<file path="src/rtl/tpg_pkg.sv">
package tpg_pkg;
  typedef enum logic [3:0] {
    SRC_LIVE   = 4'b0000,
    SRC_ZERO   = 4'b0001,
    SRC_ONES   = 4'b0010,
    SRC_TOGGLE = 4'b0011,
    SRC_RAMP   = 4'b0100,
    SRC_CUST1  = 4'b0110,
    SRC_CUST12 = 4'b0111,
    SRC_DESKEW = 4'b1000,
    SRC_SYNC   = 4'b1001
  } src_e;

  // Collapse unlisted codes onto live data.
  function automatic src_e decode_src(input logic [3:0] code);
    case (code)
      4'b0001: decode_src = SRC_ZERO;
      4'b0010: decode_src = SRC_ONES;
      4'b0011: decode_src = SRC_TOGGLE;
      4'b0100: decode_src = SRC_RAMP;
      4'b0110: decode_src = SRC_CUST1;
      4'b0111: decode_src = SRC_CUST12;
      4'b1000: decode_src = SRC_DESKEW;
      4'b1001: decode_src = SRC_SYNC;
      default: decode_src = SRC_LIVE;
    endcase
  endfunction
endpackage

</file>
<file path="src/rtl/tpg_seq.sv">
// Sequence state: phase bit for two-element patterns and ramp counter.
// Both restart when the mode changes or after reset.
module tpg_seq #(
  parameter int W = 14,
  parameter int MW = 4
) (
  input  logic          clk,
  input  logic          rst,
  input  logic [MW-1:0] mode_i,
  output logic          phase_o,
  output logic [W-1:0]  ramp_o
);
  logic [MW-1:0] mode_q;
  logic          phase_q;
  logic [W-1:0]  ramp_q;
  logic          fresh;

  assign fresh   = (mode_i != mode_q);
  assign phase_o = fresh ? 1'b0 : phase_q;
  assign ramp_o  = fresh ? '0 : ramp_q;

  always_ff @(posedge clk) begin
    if (rst) begin
      mode_q  <= '0;
      phase_q <= 1'b0;
      ramp_q  <= '0;
    end else begin
      mode_q  <= mode_i;
      phase_q <= ~phase_o;
      ramp_q  <= ramp_o + 1'b1;
    end
  end

  // A change of mode must restart the counter on the next cycle.
  AST_RESTART_RAMP: assert property (@(posedge clk) disable iff (rst)
    (mode_i != $past(mode_i)) |=> (ramp_q == W'(1))) else $error("restart");
endmodule

</file>
<file path="src/rtl/tpg_select.sv">
// Combinational choice of the next output word.
module tpg_select #(
  parameter int W = 14
) (
  input  tpg_pkg::src_e src_i,
  input  logic [W-1:0]  sample_i,
  input  logic [W-1:0]  cust_a_i,
  input  logic [W-1:0]  cust_b_i,
  input  logic          phase_i,
  input  logic [W-1:0]  ramp_i,
  output logic [W-1:0]  word_o
);
  import tpg_pkg::*;

  logic [W-1:0] alt_hi;  // MSB set, alternate bits below

  for (genvar b = 0; b < W; b++) begin : g_alt
    assign alt_hi[b] = ((W - 1 - b) % 2 == 0);
  end

  always_comb begin
    case (src_i)
      SRC_ZERO:   word_o = '0;
      SRC_ONES:   word_o = '1;
      SRC_TOGGLE: word_o = phase_i ? ~alt_hi : alt_hi;
      SRC_RAMP:   word_o = ramp_i;
      SRC_CUST1:  word_o = cust_a_i;
      SRC_CUST12: word_o = phase_i ? cust_b_i : cust_a_i;
      SRC_DESKEW: word_o = alt_hi;
      SRC_SYNC:   word_o = '1;
      default:    word_o = sample_i;
    endcase
  end
endmodule

</file>
<file path="src/rtl/tpg_top.sv">
module tpg_top #(
  parameter int W = 14,
  parameter int MW = 4
) (
  input  logic          clk,
  input  logic          rst,
  input  logic [W-1:0]  sample_i,
  input  logic [MW-1:0] mode_i,
  input  logic [W-1:0]  cust_a_i,
  input  logic [W-1:0]  cust_b_i,
  output logic [W-1:0]  word_o,
  output logic          valid_o
);
  import tpg_pkg::*;

  localparam logic [W-1:0] ALT_WORD = W'(14'h2AAA);

  src_e         src;
  logic         phase;
  logic [W-1:0] ramp;
  logic [W-1:0] next_word;

  assign src = decode_src(mode_i);

  tpg_seq #(.W(W), .MW(MW)) u_seq (
    .clk(clk), .rst(rst), .mode_i(mode_i),
    .phase_o(phase), .ramp_o(ramp)
  );

  tpg_select #(.W(W)) u_sel (
    .src_i(src), .sample_i(sample_i), .cust_a_i(cust_a_i),
    .cust_b_i(cust_b_i), .phase_i(phase), .ramp_i(ramp),
    .word_o(next_word)
  );

  always_ff @(posedge clk) begin
    if (rst) begin
      word_o  <= '0;
      valid_o <= 1'b0;
    end else begin
      word_o  <= next_word;
      valid_o <= 1'b1;
    end
  end

  AST_RESET_CLEAR: assert property (@(posedge clk)
    rst |=> (!valid_o && word_o == '0)) else $error("reset");
  AST_LIVE_PASS: assert property (@(posedge clk) disable iff (rst)
    (mode_i == 4'b0000) |=> (word_o == $past(sample_i))) else $error("live");
  AST_DESKEW_WORD: assert property (@(posedge clk) disable iff (rst)
    (mode_i == 4'b1000) |=> (word_o == ALT_WORD)) else $error("deskew");
  AST_TOGGLE_FLIP: assert property (@(posedge clk) disable iff (rst)
    (valid_o && mode_i == 4'b0011 && $past(mode_i) == 4'b0011)
    |=> (word_o == ~$past(word_o))) else $error("toggle");
  AST_RAMP_STEP: assert property (@(posedge clk) disable iff (rst)
    (valid_o && mode_i == 4'b0100 && $past(mode_i) == 4'b0100)
    |=> (word_o == W'($past(word_o) + 1'b1))) else $error("ramp");
endmodule

</file>
<file path="config.mk">
export PLATFORM = sky130hd
export DESIGN_NAME = tpg_top
export DESIGN_NICKNAME = d
export VERILOG_FILES = /design/src/rtl/tpg_pkg.sv /design/src/rtl/tpg_seq.sv /design/src/rtl/tpg_select.sv /design/src/rtl/tpg_top.sv
export SDC_FILE = /design/constraint.sdc
export NUM_CORES = 1
export LEC_CHECK = 0
export ABC_AREA = 1
export BUFFER_PORTS_ARGS = -buffer_cell sky130_fd_sc_hd__buf_2
export CORE_AREA = 2 2 82 104
export CTS_CLUSTER_DIAMETER = 200
export DETAILED_ROUTE_END_ITERATION = 8
export DIE_AREA = 0 0 84 106
export SLEW_MARGIN = 40
export SYNTH_ARGS = -nofsm -noshare
export SYNTH_HDL_FRONTEND = slang
export SYNTH_SLANG_ARGS = --single-unit
</file>
<file path="constraint.sdc">
create_clock -name clk -period 1.95 [get_ports clk]
set_input_delay 0.195 -clock clk [delete_from_list [all_inputs] [get_ports clk]]
set_output_delay 0.195 -clock clk [all_outputs]
set_load 0.02 [all_outputs]
</file>
# == After elaboration in Yosys (flattened, before gate mapping) ==
# Memory sizes are Yosys's and may differ from the RTL's.
# Index checks and enable logic that the tools add are counted.
# word_totals
word_cells,24
n_memories,1
input_bits,48
mem_bits_ro,64
reg_bits,34
out_inout_bits,15
# memory_table
memory,words,width,rd,rd_ports_with_merged_regs,wr,line,text
(name not given),16,4,1,0,0,tpg_pkg.sv:16,case (code)
# op_classes
reduce_logical,1
n_eq_ne,9
n_addsub,1
bitwise_logic,1
n_mux,6
# op_table
op,n
$pmux W14 S7,1
$mux W14,3
$add A14 B1 Y14 const B,1
$eq A4 B3 Y1 const B,3
$eq A4 B2 Y1 const B,2
$eq A4 B4 Y1 const B,2
$eq A4 B1 Y1 const B,1
$ne A4 B4 Y1,1
$mux W1,2
$reduce_or A2 Y1,1
$not A1 Y1,1

# == Longest topological paths before layout ==
# depth
word_depth,4
ltp_mapped,15
depth_no_buf,15

# == Cells and area by module ==
# Synthesis repeated with hierarchy kept, for this count alone.
# hier_totals
cells_unflattened,425
hier_area_um2,2447.3
# by_module_without_submodules
module,area_each_um2,n_inst,seq_area_each_um2,cells_each
tpg_seq,1056.0,1,380.4,162
tpg_select,927.1,1,0.0,207
tpg_top,464.2,1,300.3,56

# == Worst setup path after synthesis ==
# OpenSTA, ideal clock, no wires.
# synth_path
path_kind,flip-flop to flip-flop
start,reg u_seq.mode_q[2]
end,reg u_seq.ramp_q[10]
t_required_ps,1837
path_stages_with_launch,15
path_slack_ps,265
n_path_buf,0
period_less_slack_ps,1685
arrival_ps,1572
setup_ps,113
path_cell_list,dfxtp_1 > inv_1 > nand2_1 > nand2_1 > nor2_2 > nand2_4 > nor2_1 > ha_1 > nand2_1 > inv_1 > nand2_2 > nor2_1 > nand3_1 > nor2_1 > nor2_1
# synth_via
elab_chain_len,3
# synth_rtl
element,line,text
start: declaration,tpg_seq.sv:13,logic [MW-1:0] mode_q;
start signal: assignment,tpg_seq.sv:28,mode_q <= mode_i;
$ne A4 B4 Y1,tpg_seq.sv:18,assign fresh = (mode_i != mode_q);
$mux W14,tpg_seq.sv:20,assign ramp_o = fresh ? '0 : ramp_q;
$add A14 B1 Y14,tpg_seq.sv:30,ramp_q <= ramp_o + 1'b1;
end signal: assignment,tpg_seq.sv:30,
end: declaration,tpg_seq.sv:15,logic [W-1:0] ramp_q;
# No other way between the ends.
# A chain may end at the register's enable or synchronous reset.

# == Worst setup path after layout ==
# layout_path
start,reg u_seq.mode_q[3]
end,reg u_seq.ramp_q[12]
# Same word-level chain as after synthesis.

==> summary.md <==
| Metric | Value |
|---|---|
| Status | finished, final reports clean |
| Vias | 2216 |
| Clock buffer depth | 2 |
| Routed WL | 5870 um |
| Least-Margin Pin Slew | 394 ps |
| Synth Cell Area | 0.00201 sq mm |
| Placed Cells | 465 |
| DRT Pass-1 Iters | 5 |
| Main synth FF type | dfxtp_1 |
| Share of cells above drive strength 1 | 27.8% |
| First-pass GRT wire length | 9960 um |
| Tcrit/Tclk final | 87.6% |
| Largest net degree at the start of global routing | 22 |
| Drt first-iter violations | 170 |
| CTS root buffer | clkbuf_8 |
| Setup ws final | 242 ps |
| Hpwl dp | 4580 um |
| RSZ-0062 raised after global routing | false |
| Fin crit period | 1710 ps |
| Slew headroom | 73.6% |
| Hold WC Path Type | in2reg |
| Vias in the first global route | 2174 |
| Count leader, synth | nand2_1 |
| Worst EP arrival | 1880 ps |
| Nets | 424 |
| H-tree levels | 2 |
| Vias per Instance | 4.70 |
| Register bit count reported by yosys | 34 |
| Internal power | 0.00112 W |
| Avg Cell Area, Syn | 6.54 sq um |
| Leakage | 1.20 nW |
| Setup-failing EPs final | 0 |
| Multi-input logic area | 0.00112 sq mm |
| Post-CTS Setup Repair Bufs | 0 |
| Top-area cell type share of the netlist area | 33.8% |
| Critical-path top delay cell | dfxtp_2 |
| Final Non-Filler Cells | 471 |
| Post-CTS resize count | 0 |
| Register area | 682 sq um |
| Critical path's most frequent cell | nand2_1 |
| EDFF count, synth | 0 |
| Synth top area cells | dfxtp_1 34%, nand2_1 11%, inv_1 7.5% |
| Post-Syn Nets | 357 |
| Crit path capture type | register |
| Starting Density | 25.1% |
| Pwr/cell area | 613 mW/mm^2 |
| CP max FO | 5 |
| Area grow syn2layout | 27.2% |
| Fin Clk Skew | 10.5 ps |
| Max-slew violations | 0 |
| Die Area | 0.00890 sq mm |
| GPL Wtd Cong | 0.919 |
| Clock Power Share | 33.4% |
| Synth cell count leaders | 60 x nand2_1, 40 x inv_1, 35 x nor2_1 |
| # IOs | 63 |
| CP cell instances | inv_1, nand2_1, nand2_1, nor2_4, nand2_4, nor2_4, ha_4, nand2_1, inv_1, nand2_2, inv_1, nand3_1, nand2_1, a21oi_1 |
| Asr flop ratio synth | 0% |
| Core Region | 0.00801 sq mm |
| Setup TNS | 0 ps |
| P_sw | 0.000456 W |
| Die Y | 106 um |
| GRT overflow | 0 |
| Post-DRT Antenna Nets | 0 |
| Total clock sinks | 34 |
| Max-cap viol count | 0 |
| Sw Share | 29.0% |
| Port bufs | 62 |
| Critical path launch point type | register |
| Reg power frac | 47.0% |
| Clk_lat worst skew | 290 ps |
| ANT cells | 0 |
| Critical path required time | 2120 ps |
| # rows | 37 |
| Die width | 84 um |
| Setup WS pre-CTS | 76.8 ps |
| DRC | 0 |
| Crit path largest cell delay | 330 ps |
| Reg clk slew, reported paths | 70 ps |
| Initial antenna violation count | 0 |
| Synth unique cells | 32 |
| Synthesis warning total | 0 |
| Worst VDD drop | 0.291 mV |
| Post-synthesis cell count | 308 |
| Endpoints failing hold | 0 |
| Post-DR wirelength/cell | 12.5 um |
| Fmax | 585 MHz |
| Sequential element share of the synthesized area | 33.8% |
| Total CTS buffers | 5 |
| CTS tree | done |
| Setup CP Type | reg2reg |
| Post-synth top area cell | dfxtp_1 |
| Hold_buf cts | 0 |
| All-Layer GR Usage | 13.8% |
| Power share of the combinational group | 19.6% |
| Layout fillers | 884 |
==> cell families (layout without fill, tap and decap cells) <==
logic type / Yosys count / after routing / share of synthesized area [%]
AND/OR/NAND/NOR: 139 / 139 / 32.6
flip-flops: 34 / 34 / 33.8
buffers and inverters: 60 / 126 / 12.1
XOR/XNOR: 1 / 1 / 0.435
AO/OA/AOI/OAI: 73 / 73 / 20.5
adder cells (fa/ha/maj): 1 / 1 / 0.621
==> sequential cells by signal, summed over array words and instances, names as in the netlist <==
name,flops
u_seq.mode_q,4
valid_o,1
u_seq.phase_q,1
word_o,14
u_seq.ramp_q,14
==> critical path, delay by kind of cell, from the launching register on <==
kind / cells / cell delay [ps]
and+or+nand+nor: 9 / 840
AOI/OAI and AO/OA: 1 / 50
adders and majority gates: 1 / 150
DFF: 1 / 330
buffers and inverters: 3 / 230
==> metrics by stage <==
stage / hold slack, ps / utilization (%) / cell area, sq um / total power, W
floorplan: 274 / - / 2010 / 0.000936
global placement: 460 / 30.6 / 2450 / 0.00106
detailed placement: 469 / 30.6 / 2450 / 0.00106
CTS: 181 / 31.6 / 2530 / 0.00159
global route: 197 / 32.0 / 2560 / 0.00165
finish: 186 / 32.0 / 2560 / 0.00157
==> power by group through the flow <==
stage                     Combinational [W]  Clock, W  Sequential, W
after floorplan                    0.000146         0       0.000790
after global placement             0.000303         0       0.000753
after detailed placement           0.000306         0       0.000754
after CTS                          0.000307  0.000540       0.000738
after global routing               0.000345  0.000560       0.000741
final                              0.000308  0.000525       0.000738
==> cells in the final DEF (no fill, tap or decap), types with 6 or more instances in the layout <==
cell,n
nand2_1,60
buf_2,62
a21oi_1,22
nand4_1,10
dfxtp_1,33
inv_1,40
o21ai_1,8
nand3_1,14
nor2_1,33
o211ai_1,9
o22ai_1,7
buf_4,8
inv_2,8
o21ai_0,20
clkbuf_8,6
==> layout make-up <==
type                       count  area share [%]
sequential                    34            26.6
clock buffer                   6            3.22
tap                           97            4.74
multi-input combinational    214            43.6
timing repair buffer          70            14.5
inverter                      50            7.33
==> routing by layer <==
| metal | share of wire, % | up-vias | GRT usage [%] |
|---|---|---|---|
| met5 | 0 | - | 0 |
| met4 | 4.0 | 0 | 7.14 |
| met3 | 3.8 | 18 | 1.71 |
| met2 | 50 | 65 | 25.6 |
| met1 | 42 | 993 | 15.1 |
| li1 | - | 1140 | - |
==> path summary, 6_finish.rpt <==
check                       start               end  slack [ps]  cells after the start
hold / removal        cust_b_i[3]         word_o[3]         190                      3
setup reg to reg  u_seq.mode_q[3]  u_seq.ramp_q[12]         240                     14
setup / recovery  u_seq.mode_q[3]  u_seq.ramp_q[12]         240                     14
hold reg to reg   u_seq.ramp_q[3]   u_seq.ramp_q[3]         480                      1
Note: power is estimated with default switching activity, not from simulation.
